$ cat src/rtl/dpwm_gen.sv
module dpwm_gen #(
  parameter int CNT_W   = 10,
  parameter int DIV     = 256,
  parameter int CMP_RST = 512
) (
  input  logic             clk,
  input  logic             rst_n,
  input  logic             en,
  input  logic [CNT_W-1:0] cmp_in,
  input  logic             cmp_ld,
  output logic             pwm_out,
  output logic [CNT_W-1:0] count,
  output logic             period_pulse
);
  localparam int DW = (DIV > 1) ? $clog2(DIV) : 1;
  localparam logic [CNT_W-1:0] TOP = {CNT_W{1'b1}};

  logic [DW-1:0]    div_q;
  logic             up_q;
  logic [CNT_W-1:0] shd_q, act_q, cnt_d, cmp_eff;
  logic             tick, up_d;

  assign tick    = en && (div_q == DW'(DIV - 1));
  assign cnt_d   = up_q ? count + 1'b1 : count - 1'b1;
  assign up_d    = (cnt_d == TOP) ? 1'b0 : (cnt_d == '0) ? 1'b1 : up_q;
  assign cmp_eff = (cnt_d == TOP) ? shd_q : act_q;

  always_ff @(posedge clk) begin
    if (!rst_n)  div_q <= '0;
    else if (en) div_q <= tick ? '0 : div_q + 1'b1;
  end

  always_ff @(posedge clk) begin
    if (!rst_n)      shd_q <= CNT_W'(CMP_RST);
    else if (cmp_ld) shd_q <= cmp_in;
  end

  always_ff @(posedge clk) begin
    if (!rst_n) begin
      count        <= '0;
      up_q         <= 1'b1;
      act_q        <= CNT_W'(CMP_RST);
      pwm_out      <= 1'b0;
      period_pulse <= 1'b0;
    end else begin
      period_pulse <= tick && (cnt_d == '0);
      if (tick) begin
        count <= cnt_d;
        up_q  <= up_d;
        if (cnt_d == TOP)     act_q   <= shd_q;
        if (cnt_d == cmp_eff) pwm_out <= ~pwm_out;
      end
    end
  end
endmodule


$ cat config.mk
export PLATFORM = sky130hd
export DESIGN_NAME = dpwm_gen
export DESIGN_NICKNAME = d
export VERILOG_FILES = /design/src/rtl/dpwm_gen.sv
export SDC_FILE = /design/constraint.sdc
export NUM_CORES = 1
export LEC_CHECK = 0
export BUFFER_PORTS_ARGS = -buffer_cell sky130_fd_sc_hd__buf_4
export CAP_MARGIN = 30
export CORE_MARGIN = 1.5
export CORE_UTILIZATION = 55
export CTS_CLUSTER_DIAMETER = 200
export CTS_CLUSTER_SIZE = 30
export DETAILED_ROUTE_END_ITERATION = 8
export PLACE_DENSITY = 0.85
export RECOVER_POWER = 50
export SLEW_MARGIN = 10
export SYNTH_ARGS = -nofsm -noshare
export SYNTH_HDL_FRONTEND = slang
export SYNTH_SLANG_ARGS = --single-unit
$ cat constraint.sdc
create_clock -name clk -period 4.36 [get_ports clk]
set_input_delay 0.436 -clock clk [delete_from_list [all_inputs] [get_ports clk]]
set_output_delay 0.436 -clock clk [all_outputs]
set_load 0.02 [all_outputs]
# Yosys cells after proc, flatten, opt, wreduce, memory -nomap -nowiden
# Index checks and enable logic that the tools add are counted.
# word_totals
output_inout_bits,12
regBits,41
# op_classes
n_reduce_logical,6
eq_ne,3
mux,5
bitwise,1
add_sub_neg,3
# op_table
op,count
10-bit 2-to-1 mux,2
10-bit by 1-bit adder with 10-bit output (second input constant),1
10-bit equality test,1
10-bit equality test (second input constant),1
10-bit logical NOT,1
10-bit by 1-bit subtractor with 10-bit output (second input constant),1
8-bit by 1-bit adder with 8-bit output (second input constant),1
8-bit equality test (second input constant),1
8-bit 2-to-1 mux,1
2-bit AND reduction,2
1-bit logical AND,2
1-bit 2-to-1 mux,2
2-bit nonzero test,1
1-bit NOT,1

# Logic depth before layout (Yosys ltp)
# Gate-level depths: netlist (run 1).
# depth
word_depth,6
depth_mapped,13

# Least setup slack after synthesis (run 1)
# No wires, ideal clock.
# synth_path
path_kind,register to register
from,register count[0]
to,register pwm_out
t_required_ns,4.288
setup_time_ns,0.072
path_stages_with_launch,13
t_arrival_ns,3.067
setup_slack_ns,1.221
synth_period_minus_slack_ns,3.139
path_buffers,1
path_cell_list,dfxtp_1 inv_1 fa_1 nand2b_1 a21oi_1 xnor2_1 and4b_1 buf_4 and3_4 a2111oi_4 nor2_1 nor4_2 mux2i_1
# synth_between
elab_chain_cells,6
word_cells_on_any_way,7
# synth_lines
item,line,rtl
"start, declared",12,"output logic [CNT_W-1:0] count,"
"start signal, assigned",48,count <= cnt_d;
10-bit by 1-bit subtractor with 10-bit output / 10-bit by 1-bit adder with 10-bit output (equally long branches),24,assign cnt_d = up_q ? count + 1'b1 : count - 1'b1;
10-bit 2-to-1 mux (*),24,
via cnt_d[0],20,"logic [CNT_W-1:0] shd_q, act_q, cnt_d, cmp_eff;"
10-bit equality test,26,assign cmp_eff = (cnt_d == TOP) ? shd_q : act_q;
10-bit 2-to-1 mux,--,
10-bit equality test (*),51,if (cnt_d == cmp_eff) pwm_out <= ~pwm_out;
2-bit AND reduction (no line) (*),--,
"end signal, assigned",51,
"end, declared",11,"output logic pwm_out,"
# The timed path passes the listed nets; every way through them passes the cells marked *.
# A chain may end at the register's enable or synchronous reset.

# Worst setup path after layout (run 1)
# layout_path
from,register count[0]
to,register act_q[9]
# layout_between
elab_chain_cells,4
word_cells_on_any_way,5
# layout_lines
item,line,rtl
10-bit by 1-bit subtractor with 10-bit output / 10-bit by 1-bit adder with 10-bit output (equally long branches),24,
10-bit 2-to-1 mux (*),24,
via cnt_d[0],20,
10-bit equality test (*),50,if (cnt_d == TOP) act_q <= shd_q;
10-bit 2-to-1 mux (*),--,
"end signal, assigned",42,act_q <= CNT_W'(CMP_RST);
"end signal, assigned",50,
"end, declared",20,
# Marked as above.

==> results.env, run 1 <==
YS_DOMINANT_REG_CELL='sky130_fd_sc_hd__dfxtp_1'
CRITPATHARRIVALTIME_NS=3.65
SYNTH_CELL_TYPES=55
MAXCLOCKFREQUENCY_MHz=284
DETAILEDROUTE.FIRSTITERATIONVIOLATIONS=170
SYNTH_EDF_COUNT=0
SYNTH_CELLS=286
FINALWEIGHTEDCONGESTION=0.909
TRITONCTS.NUM_BUFFERS=5
GLOBALROUTEOVERFLOWTOTAL=0
DIE_HEIGHT_UM=71.4
POST-ROUTE-PERIOD-UTIL_PCT=80.7
FINALHOLDVIOLATIONS=0
CTS_TREE='yes'
POWER_LEAKAGE_uW=0.00109
VIASPERCELL=5.88
DR.PASS1.ITERS=4
FLOORPLAN.ROWS=24
GLOBAL_ROUTE_WIRE_LENGTH_BEFORE_REPAIR_MM=9.37
ROOT_BUFFER='sky130_fd_sc_hd__clkbuf_8'
DP_WORST_SETUP_SLACK_NS=0.932
STARTPOINT_TYPE='flip-flop'
FIN_SETUP_TNS_NS=0
TIMING.CLOCK.SKEW_NS=0.00701
SYN-CELL-AREA_UM2=2570
CRIT_REQUIRED_NS=4.49
SYNTH-WARNING-COUNT=0
DIE_W_UM=71.4
WORST-PATH-MAX-FANOUT=7
FINAL_ANTENNA_NET_COUNT=0
CLOCK_PATH_BUFFERS=2
SYNTH.FF_LATCH_COUNT=41
SYNTH_AREA_PER_CELL_UM2=9.00
NUMCLOCKSINKS=41
NETS=332
AREA_GROWTH_SYNTH_TO_FINISH_PCT=10.1
POSTSYNTH.ASYNCRESETSHARE_PCT=0
GRT_START_MAX_NET_PINS=40
CLK_PIN_SLEW_WORST_PATHS_NS=0.08
DRT-TOTAL-WL_MM=5.54
TIMING.CRITICAL_PATH.SLOWEST_STAGE_CELL='sky130_fd_sc_hd__xnor2_1'
YOSYSSEQAREASHARE_PCT=31.9
STATUS='finished, final reports clean'
CP_NUM_BUF_INV=2
DESIGN.DIE.AREA_UM2=5100
DRC=0
POST_CTS.RESIZED_INSTANCES=0
ANTENNA_FOUND_INITIAL=0
NUMPORTBUFFERS=25
POWER.DENSITY_nW_PER_UM2=250
CTS_HOLD_BUF=0
DESIGN.PORTCOUNT=26
TIMING.FINAL.SETUP_VIOLATIONS=0
LAYOUT_SETUP_WS_NS=0.841
INSERTEDDIODECOUNT=0
MAX_STAGE_DELAY_NS=0.53
PATH_DELAY_FAMILY='simple AND/OR/NAND/NOR gates'
POSTSYNTHNETCOUNT=312
SETUP.WORST_PATH.END_CLASS='flip-flop'
MAX_CAP_VIOL_COUNT=0
MIN_PATH_TYPE='input port to flip-flop'
NUMBER_OF_GLOBAL_ROUTE_VIAS_BEFORE_REPAIR=1969
NUM_VIAS=2112
GRT_SETUP_UNREPAIRED='false'
CRIT_CHAIN='inv_1, fa_1, xnor2_1, and3_1, and4b_1, nand3_4, nor2_1, buf_4, mux2i_1, nand2_1'
GRT_USAGE_PCT=22.8
CTS_HTREE_LEVELS=2
PLACE.DETAILED.HPWL_MM=4.11
VDD_DROP_MAX_mV=0.231
TIMING.FINAL.CRIT_PERIOD_NS=3.52
WORSTMARGINPINSLEW_NS=1.30
WORSTSETUPPATHTYPE='flip-flop to flip-flop'
POST_CTS_BUFFERS=0
PROPORTION_OF_LAYOUT_CELLS_WITH_A_DRIVE_SUFFIX_ABOVE_1_PCT=11.4
FLOORPLAN.CORE_AREA_UM2=4410
INITIAL_UTILIZATION_PCT=58.3
SLEW-LIMIT-HEADROOM_PCT=13.6
CLOCK_INSERTION_DELAY_WORST_SKEW_NS=0.30
REPORT.FINAL.SLEW_VIOL_COUNT=0
ROUTEDWLPERCELL_UM=15.4
==> synth_stat cells, types with 2 or more instances <==
cell type | count | area share (%)
sky130_fd_sc_hd__xor2_1 | 8 | 2.7
sky130_fd_sc_hd__a21o_1 | 6 | 1.7
sky130_fd_sc_hd__xnor2_1 | 10 | 3.4
sky130_fd_sc_hd__nor2_1 | 18 | 2.6
sky130_fd_sc_hd__nand2b_1 | 9 | 2.2
sky130_fd_sc_hd__a211o_1 | 2 | 0.68
sky130_fd_sc_hd__nand4_1 | 7 | 1.7
sky130_fd_sc_hd__mux2i_1 | 24 | 9.3
sky130_fd_sc_hd__nand2_1 | 29 | 4.2
sky130_fd_sc_hd__a21oi_1 | 5 | 0.97
sky130_fd_sc_hd__nor2b_1 | 22 | 5.3
sky130_fd_sc_hd__a2111oi_2 | 3 | 1.7
sky130_fd_sc_hd__and3_1 | 4 | 0.97
sky130_fd_sc_hd__o21a_1 | 2 | 0.58
sky130_fd_sc_hd__inv_1 | 5 | 0.73
sky130_fd_sc_hd__and2_1 | 10 | 2.4
sky130_fd_sc_hd__ha_1 | 11 | 5.3
sky130_fd_sc_hd__nor3_1 | 6 | 1.2
sky130_fd_sc_hd__o21ai_0 | 8 | 1.6
sky130_fd_sc_hd__nand3_1 | 7 | 1.4
sky130_fd_sc_hd__a211oi_1 | 2 | 0.58
sky130_fd_sc_hd__clkbuf_1 | 9 | 1.3
sky130_fd_sc_hd__a21boi_0 | 4 | 1.2
sky130_fd_sc_hd__dfxtp_1 | 41 | 32
sky130_fd_sc_hd__buf_2 | 3 | 0.58
sky130_fd_sc_hd__nor4_1 | 2 | 0.49
==> cell families after synthesis <==
group	after synthesis	share of synthesized area (%)
buffers and inverters	18	2.92
DFF	41	31.9
and+or+nand+nor	123	26.3
AOI/OAI and AO/OA	50	17.4
adders and majority gates	12	6.13
xor gates and xnor gates	18	6.13
muxes	24	9.33
==> worst register-to-register path: cells and delay by family, from the launching register on <==
kind / cells / cell delay, ns
DFF: 1 / 0.45
adders and majority gates: 1 / 0.50
buffers and inverters: 2 / 0.44
muxes: 1 / 0.19
xor gates and xnor gates: 1 / 0.53
and+or+nand+nor: 5 / 1.24
==> cell type report <==
| type | instances | area [um2] |
|---|---|---|
| sequential | 41 | 821 |
| clock buffer | 7 | 96.3 |
| inverter | 5 | 18.8 |
| multi-input combinational | 227 | 1680 |
| clock inverter | 1 | 8.76 |
| fill | 360 | 1580 |
| timing repair buffer | 26 | 146 |
| tap | 52 | 65.1 |
==> flip-flops by register name (all words and copies together) (netlist names) <==
register      count
period_pulse      1
act_q            10
up_q              1
pwm_out           1
shd_q            10
div_q             8
count            10
==> cells in the final DEF (no fill, tap or decap), drive strengths merged, types with 9 or more instances in the layout <==
master,instances
and2,10
buf,13
clkbuf,20
dfxtp,41
ha,11
mux2i,24
nand2,29
nand2b,9
nor2,18
nor2b,22
o21ai,9
xnor2,10
==> report_power, final <==
part	switching, uW	internal [uW]	leakage [uW]
Clock	137	146	0.0000549
Sequential	7.37	381	0.000333
Combinational	15.3	20.0	0.000705
Total	160	548	0.00109
==> through the flow <==
step | power [uW] | area [um2] | hold WS (ns) | instances | utilization (%)
6_report | 707 | 2830 | 0.357 | 359 | 64.2
5_1_grt | 733 | 2830 | 0.353 | 359 | 64.2
4_1_cts | 714 | 2880 | 0.357 | 359 | 65.3
3_5_place_dp | 433 | 2780 | 0.468 | 351 | 62.9
3_3_place_gp | 432 | 2780 | 0.455 | 351 | 62.9
2_1_floorplan | 419 | 2570 | 0.463 | 286 | -
==> final timing paths <==
path | startpoint | end | slack (ns) | cells past startpoint
max reg2reg | count[0] | act_q[9] | 0.84 | 10
max | count[0] | act_q[9] | 0.84 | 10
min | cmp_in[9] | shd_q[9] | 0.36 | 3
min reg2reg | pwm_out | pwm_out | 0.47 | 2
==> metal layers <==
layer	wire (um)	global-route usage [%]	vias up
li1	-	-	1055
met1	2610	31.6	973
met2	2500	35.7	76
met3	357	5.63	8
met4	76	6.08	0
met5	0	0	-
Power figures use the tool's default switching activity.
==> run 2, diff against run 1 <==
ABC_AREA = 1   (was not set)
clock period = 3.4 ns   (was 4.36 ns; I/O delays follow)
==> run 2 against run 1 <==
  * Sequential share of layout area grew 0.56 points
  * Clock power grew 11%
  * Non-clock buffer count grew 4
  * Highest routed layer unchanged
  * Total power grew 21%
  * Synthesized area shrank 2.6%
==> results.env, run 2 <==
STATUS='finished, final reports clean'  # unchanged
ROOT_BUFFER='sky130_fd_sc_hd__clkbuf_8'  # unchanged
SETUP.WORST_PATH.END_CLASS='flip-flop'  # unchanged
NETLIST.AREA_LEADER.SHARE_PCT=32.7  # was 31.9%
POWER_LEAKAGE_uW=0.00132  # was 0.00109 uW
ROUTEDWLPERCELL_UM=13.2  # was 15.4 um
SYNTH_EDF_COUNT=0  # unchanged
GLOBALROUTEOVERFLOWTOTAL=0  # unchanged
WORSTSETUPPATHTYPE='flip-flop to flip-flop'  # unchanged
DESIGN.PORTCOUNT=26  # unchanged
GRT_USAGE_PCT=24.6  # was 22.8%
NUMBER_OF_GLOBAL_ROUTE_VIAS_BEFORE_REPAIR=2153  # was 1969
DRC=0  # unchanged
CRITPATHARRIVALTIME_NS=3.43  # was 3.65 ns
CTS_HTREE_LEVELS=2  # unchanged
CTS_TREE='yes'  # unchanged
POWER.DENSITY_nW_PER_UM2=307  # was 250 nW/um2
WORST-PATH-MAX-FANOUT=8  # was 7
FINALWEIGHTEDCONGESTION=0.929  # was 0.909
VIASPERCELL=5.38  # was 5.88
ANTENNA_FOUND_INITIAL=0  # unchanged
LAYOUT.CELLS.MOST_COMMON='sky130_fd_sc_hd__nand2_1'  # was sky130_fd_sc_hd__dfxtp_1
GRT_SETUP_UNREPAIRED='false'  # unchanged
AREA_GROWTH_SYNTH_TO_FINISH_PCT=10.9  # was 10.1%
NUMPORTBUFFERS=25  # unchanged
SLEW-LIMIT-HEADROOM_PCT=53.2  # was 13.6%
ADDER_CELL_SHARE_OF_THE_SYNTHESIZED_AREA_PCT=6.29  # was 6.13%
SYNTH-WARNING-COUNT=0  # unchanged
COMMONEST_CELLS_AFTER_ROUTING_FILL_AND_TAPS_ASIDE='87 x sky130_fd_sc_hd__nand2_1, 58 x sky130_fd_sc_hd__inv_1, 41 x sky130_fd_sc_hd__dfxtp_1'  # was 41 x sky130_fd_sc_hd__dfxtp_1, 29 x sky130_fd_sc_hd__nand2_1, 24 x sky130_fd_sc_hd__mux2i_1
PLACE.DETAILED.HPWL_MM=4.48  # was 4.11 mm
MAXCLOCKFREQUENCY_MHz=310  # was 284 MHz
DESIGN.DIE.AREA_UM2=4970  # was 5100 um2
YS_DOMINANT_REG_CELL='sky130_fd_sc_hd__dfxtp_1'  # unchanged
SYNTH_TOP_FAMILY_BY_AREA='simple AND/OR/NAND/NOR gates'  # unchanged
INITIAL_UTILIZATION_PCT=57.2  # was 58.3%
YOSYS-MUX-AREA-FRACTION_PCT=0.798  # was 9.33%
TIMING.FINAL.CRIT_PERIOD_NS=3.22  # was 3.52 ns
PATH_DELAY_FAMILY='simple AND/OR/NAND/NOR gates'  # unchanged
GRT_START_MAX_NET_PINS=18  # was 40
VDD_DROP_MAX_mV=0.261  # was 0.231 mV
YOSYSSEQAREASHARE_PCT=32.7  # was 31.9%
TIMING.CLOCK.SKEW_NS=0.00780  # was 0.00701 ns
SYNTH_CELL_TYPES=36  # was 55
SYNTH.FF_LATCH_COUNT=41  # unchanged
FIN_UTIL_PCT=63.4  # was 64.2%
STARTPOINT_TYPE='flip-flop'  # unchanged
SYN-CELL-AREA_UM2=2510  # was 2570 um2
LARGEST_CELLS_BY_AREA_AFTER_SYNTHESIS='sky130_fd_sc_hd__dfxtp_1 33%, sky130_fd_sc_hd__nand2_1 13%, sky130_fd_sc_hd__inv_1 8.7%, sky130_fd_sc_hd__nand3_1 7.2%, sky130_fd_sc_hd__ha_1 5.5%'  # was sky130_fd_sc_hd__dfxtp_1 32%, sky130_fd_sc_hd__mux2i_1 9.3%, sky130_fd_sc_hd__ha_1 5.3%, sky130_fd_sc_hd__nor2b_1 5.3%, sky130_fd_sc_hd__nand2_1 4.2%
DIE_HEIGHT_UM=70.5  # was 71.4 um
TIMING.CRITICAL_PATH.MODE_CELL='sky130_fd_sc_hd__nand2_1'
PROPORTION_OF_LAYOUT_CELLS_WITH_A_DRIVE_SUFFIX_ABOVE_1_PCT=12.4  # was 11.4%
SYNTH_AREA_PER_CELL_UM2=6.76  # was 9.00 um2
NUMCLOCKSINKS=41  # unchanged
POST-ROUTE-PERIOD-UTIL_PCT=94.8  # was 80.7%
NUM_VIAS=2450  # was 2112
DR.PASS1.ITERS=4  # unchanged
CRIT_REQUIRED_NS=3.60  # was 4.49 ns
CP_NUM_BUF_INV=3  # was 2
GLOBAL_ROUTE_WIRE_LENGTH_BEFORE_REPAIR_MM=9.72  # was 9.37 mm
SYNTHSIMPLEGATEAREAFRAC_PCT=36.7  # was 26.3%
SYNTH_MOST_COMMON_CELL='sky130_fd_sc_hd__nand2_1'  # was sky130_fd_sc_hd__dfxtp_1
TIMING.CRITICAL_PATH.SLOWEST_STAGE_CELL='sky130_fd_sc_hd__dfxtp_1'  # was sky130_fd_sc_hd__xnor2_1
MIN_PATH_TYPE='input port to flip-flop'  # unchanged
REG.LARGEST.LIST='act_q: 10 flops, count: 10 flops, shd_q: 10 flops'  # unchanged
POSTSYNTH.ASYNCRESETSHARE_PCT=0  # unchanged
MAX_CAP_VIOL_COUNT=0  # unchanged
FILLCELLCOUNT=421  # was 360
FLOORPLAN.ROWS=24  # unchanged
TIMING.FINAL.SETUP_VIOLATIONS=0  # unchanged
FINAL_ANTENNA_NET_COUNT=0  # unchanged
POSTSYNTHNETCOUNT=397  # was 312
DRT-TOTAL-WL_MM=5.99  # was 5.54 mm
DETAILEDROUTE.FIRSTITERATIONVIOLATIONS=187  # was 170
TRITONCTS.NUM_BUFFERS=5  # unchanged
SYNTH_TOP_CELL_BY_AREA='sky130_fd_sc_hd__dfxtp_1'  # unchanged
REPORT.FINAL.SLEW_VIOL_COUNT=0  # unchanged
SYNTH_CELLS=371  # was 286
CRIT_CHAIN='inv_1, fa_1, inv_1, nand2_1, nand2_2, nand3_1, nand2_1, nand2_1, nand2_1, nand2_2, nor2_4, buf_4, nand3_2, nand2_1, nand2_1, nand2_1, nand3_2, nor2_2, nand3_1, nand2_1, nor2_1'  # was inv_1, fa_1, xnor2_1, and3_1, and4b_1, nand3_4, nor2_1, buf_4, mux2i_1, nand2_1
POST_SYNTHESIS_XOR_XNOR_AREA_FRACTION_PCT=0.699  # was 6.13%
NETS=428  # was 332
DIE_W_UM=70.5  # was 71.4 um
CLOCK_PATH_BUFFERS=2  # unchanged
MAX_STAGE_DELAY_NS=0.51  # was 0.53 ns
FINALHOLDVIOLATIONS=0  # unchanged
FIN_SETUP_TNS_NS=0  # unchanged
INSERTEDDIODECOUNT=0  # unchanged
WORSTMARGINPINSLEW_NS=0.702  # was 1.30 ns
SYNTH_COMPOUND_AREA_SHARE_PCT=11.9  # was 17.4%
FLOORPLAN.CORE_AREA_UM2=4380  # was 4410 um2
CLK_PIN_SLEW_WORST_PATHS_NS=0.08  # about the same
CTS_HOLD_BUF=0  # unchanged
CLOCK_INSERTION_DELAY_WORST_SKEW_NS=0.30  # about the same
SYNTH_COMMON_CELLS='87 x sky130_fd_sc_hd__nand2_1, 58 x sky130_fd_sc_hd__inv_1, 41 x sky130_fd_sc_hd__dfxtp_1, 36 x sky130_fd_sc_hd__nand3_1, 36 x sky130_fd_sc_hd__nor2_1'  # was 41 x sky130_fd_sc_hd__dfxtp_1, 29 x sky130_fd_sc_hd__nand2_1, 24 x sky130_fd_sc_hd__mux2i_1, 22 x sky130_fd_sc_hd__nor2b_1, 18 x sky130_fd_sc_hd__nor2_1
run 2: cell types whose count changed in the layout (fill, tap and decap cells not counted), moves of 18 or more:
cell,before,now
sky130_fd_sc_hd__mux2i_1,24,2
sky130_fd_sc_hd__nand2_1,29,87
sky130_fd_sc_hd__nor2b_1,22,0
sky130_fd_sc_hd__nand3_1,7,36
sky130_fd_sc_hd__inv_1,5,58
sky130_fd_sc_hd__nor2_1,18,36
run 2: path summary, 6_finish.rpt:
check / start / to / slack (ns) / cells after the start
worst max-delay path: count[0] / pwm_out / 0.18 / 21
worst min-delay path: cmp_in[9] / shd_q[9] / 0.26 / 3
worst max register to register: count[0] / pwm_out / 0.18 / 21
worst min register to register: act_q[4] / act_q[4] / 0.48 / 2
run 2: power breakdown:
group / switching, uW / internal, uW
Sequential: 6.87 / 490
Combinational: 25.5 / 16.8
Clock: 172 / 142
run 2: repair_timing:
action                                  4_1_cts  5_1_grt
buffers inserted                              0        5
endpoints found under the hold margin         0        0
gates resized for setup                       0        0
endpoints found under the setup margin        0        1
run 2: layer usage:
| layer | part of all wire, % | global-route usage, % | vias up |
|---|---|---|---|
| li1 | - | - | 1257 |
| met1 | 45 | 31.5 | 1108 |
| met2 | 47 | 39.7 | 70 |
| met3 | 5.5 | 4.91 | 15 |
| met4 | 2.6 | 11.3 | 0 |
| met5 | 0 | 0 | - |
run 2: cell type report:
cell class | count | area, um2 | share of cell area [%]
multi-input combinational | 264 | 1410 | 50.9
sequential | 41 | 821 | 29.5
inverter | 60 | 225 | 8.10
timing repair buffer | 30 | 173 | 6.21
clock buffer | 6 | 72.6 | 2.61
tap | 52 | 65.1 | 2.34
clock inverter | 2 | 10.0 | 0.360
run 2: worst register-to-register path, stage by stage (launching register included):
cell	delay [ns]
sky130_fd_sc_hd__dfxtp_1	0.51
sky130_fd_sc_hd__inv_1	0.20
sky130_fd_sc_hd__fa_1	0.49
sky130_fd_sc_hd__inv_1	0.07
sky130_fd_sc_hd__nand2_1	0.07
sky130_fd_sc_hd__nand2_2	0.11
sky130_fd_sc_hd__nand3_1	0.10
sky130_fd_sc_hd__nand2_1	0.07
sky130_fd_sc_hd__nand2_1	0.05
sky130_fd_sc_hd__nand2_1	0.14
sky130_fd_sc_hd__nand2_2	0.09
sky130_fd_sc_hd__nor2_4	0.24
sky130_fd_sc_hd__buf_4	0.17
sky130_fd_sc_hd__nand3_2	0.10
sky130_fd_sc_hd__nand2_1	0.11
sky130_fd_sc_hd__nand2_1	0.05
sky130_fd_sc_hd__nand2_1	0.11
sky130_fd_sc_hd__nand3_2	0.08
sky130_fd_sc_hd__nor2_2	0.15
sky130_fd_sc_hd__nand3_1	0.09
sky130_fd_sc_hd__nand2_1	0.06
sky130_fd_sc_hd__nor2_1	0.05
run 2: per-stage QoR:
| stage | hold slack, ns | instances | setup slack, ns | total power [uW] | instance area [um2] |
|---|---|---|---|---|---|
| global route | 0.259 | 455 | 0.00959 | 880 | 2780 |
| CTS | 0.245 | 450 | 0.156 | 857 | 2800 |
| finish | 0.256 | 455 | 0.176 | 853 | 2780 |
| floorplan | 0.440 | 371 | 0.699 | 530 | 2510 |
| detailed placement | 0.470 | 442 | 0.192 | 551 | 2710 |
| global placement | 0.464 | 442 | 0.336 | 550 | 2710 |
run 2: cells by family after synthesis:
kind of cell	count (synthesis)
muxes	2
xor gates and xnor gates	2
and+or+nand+nor	197
buffers and inverters	66
DFF	41
adders and majority gates	12
AOI/OAI and AO/OA	51
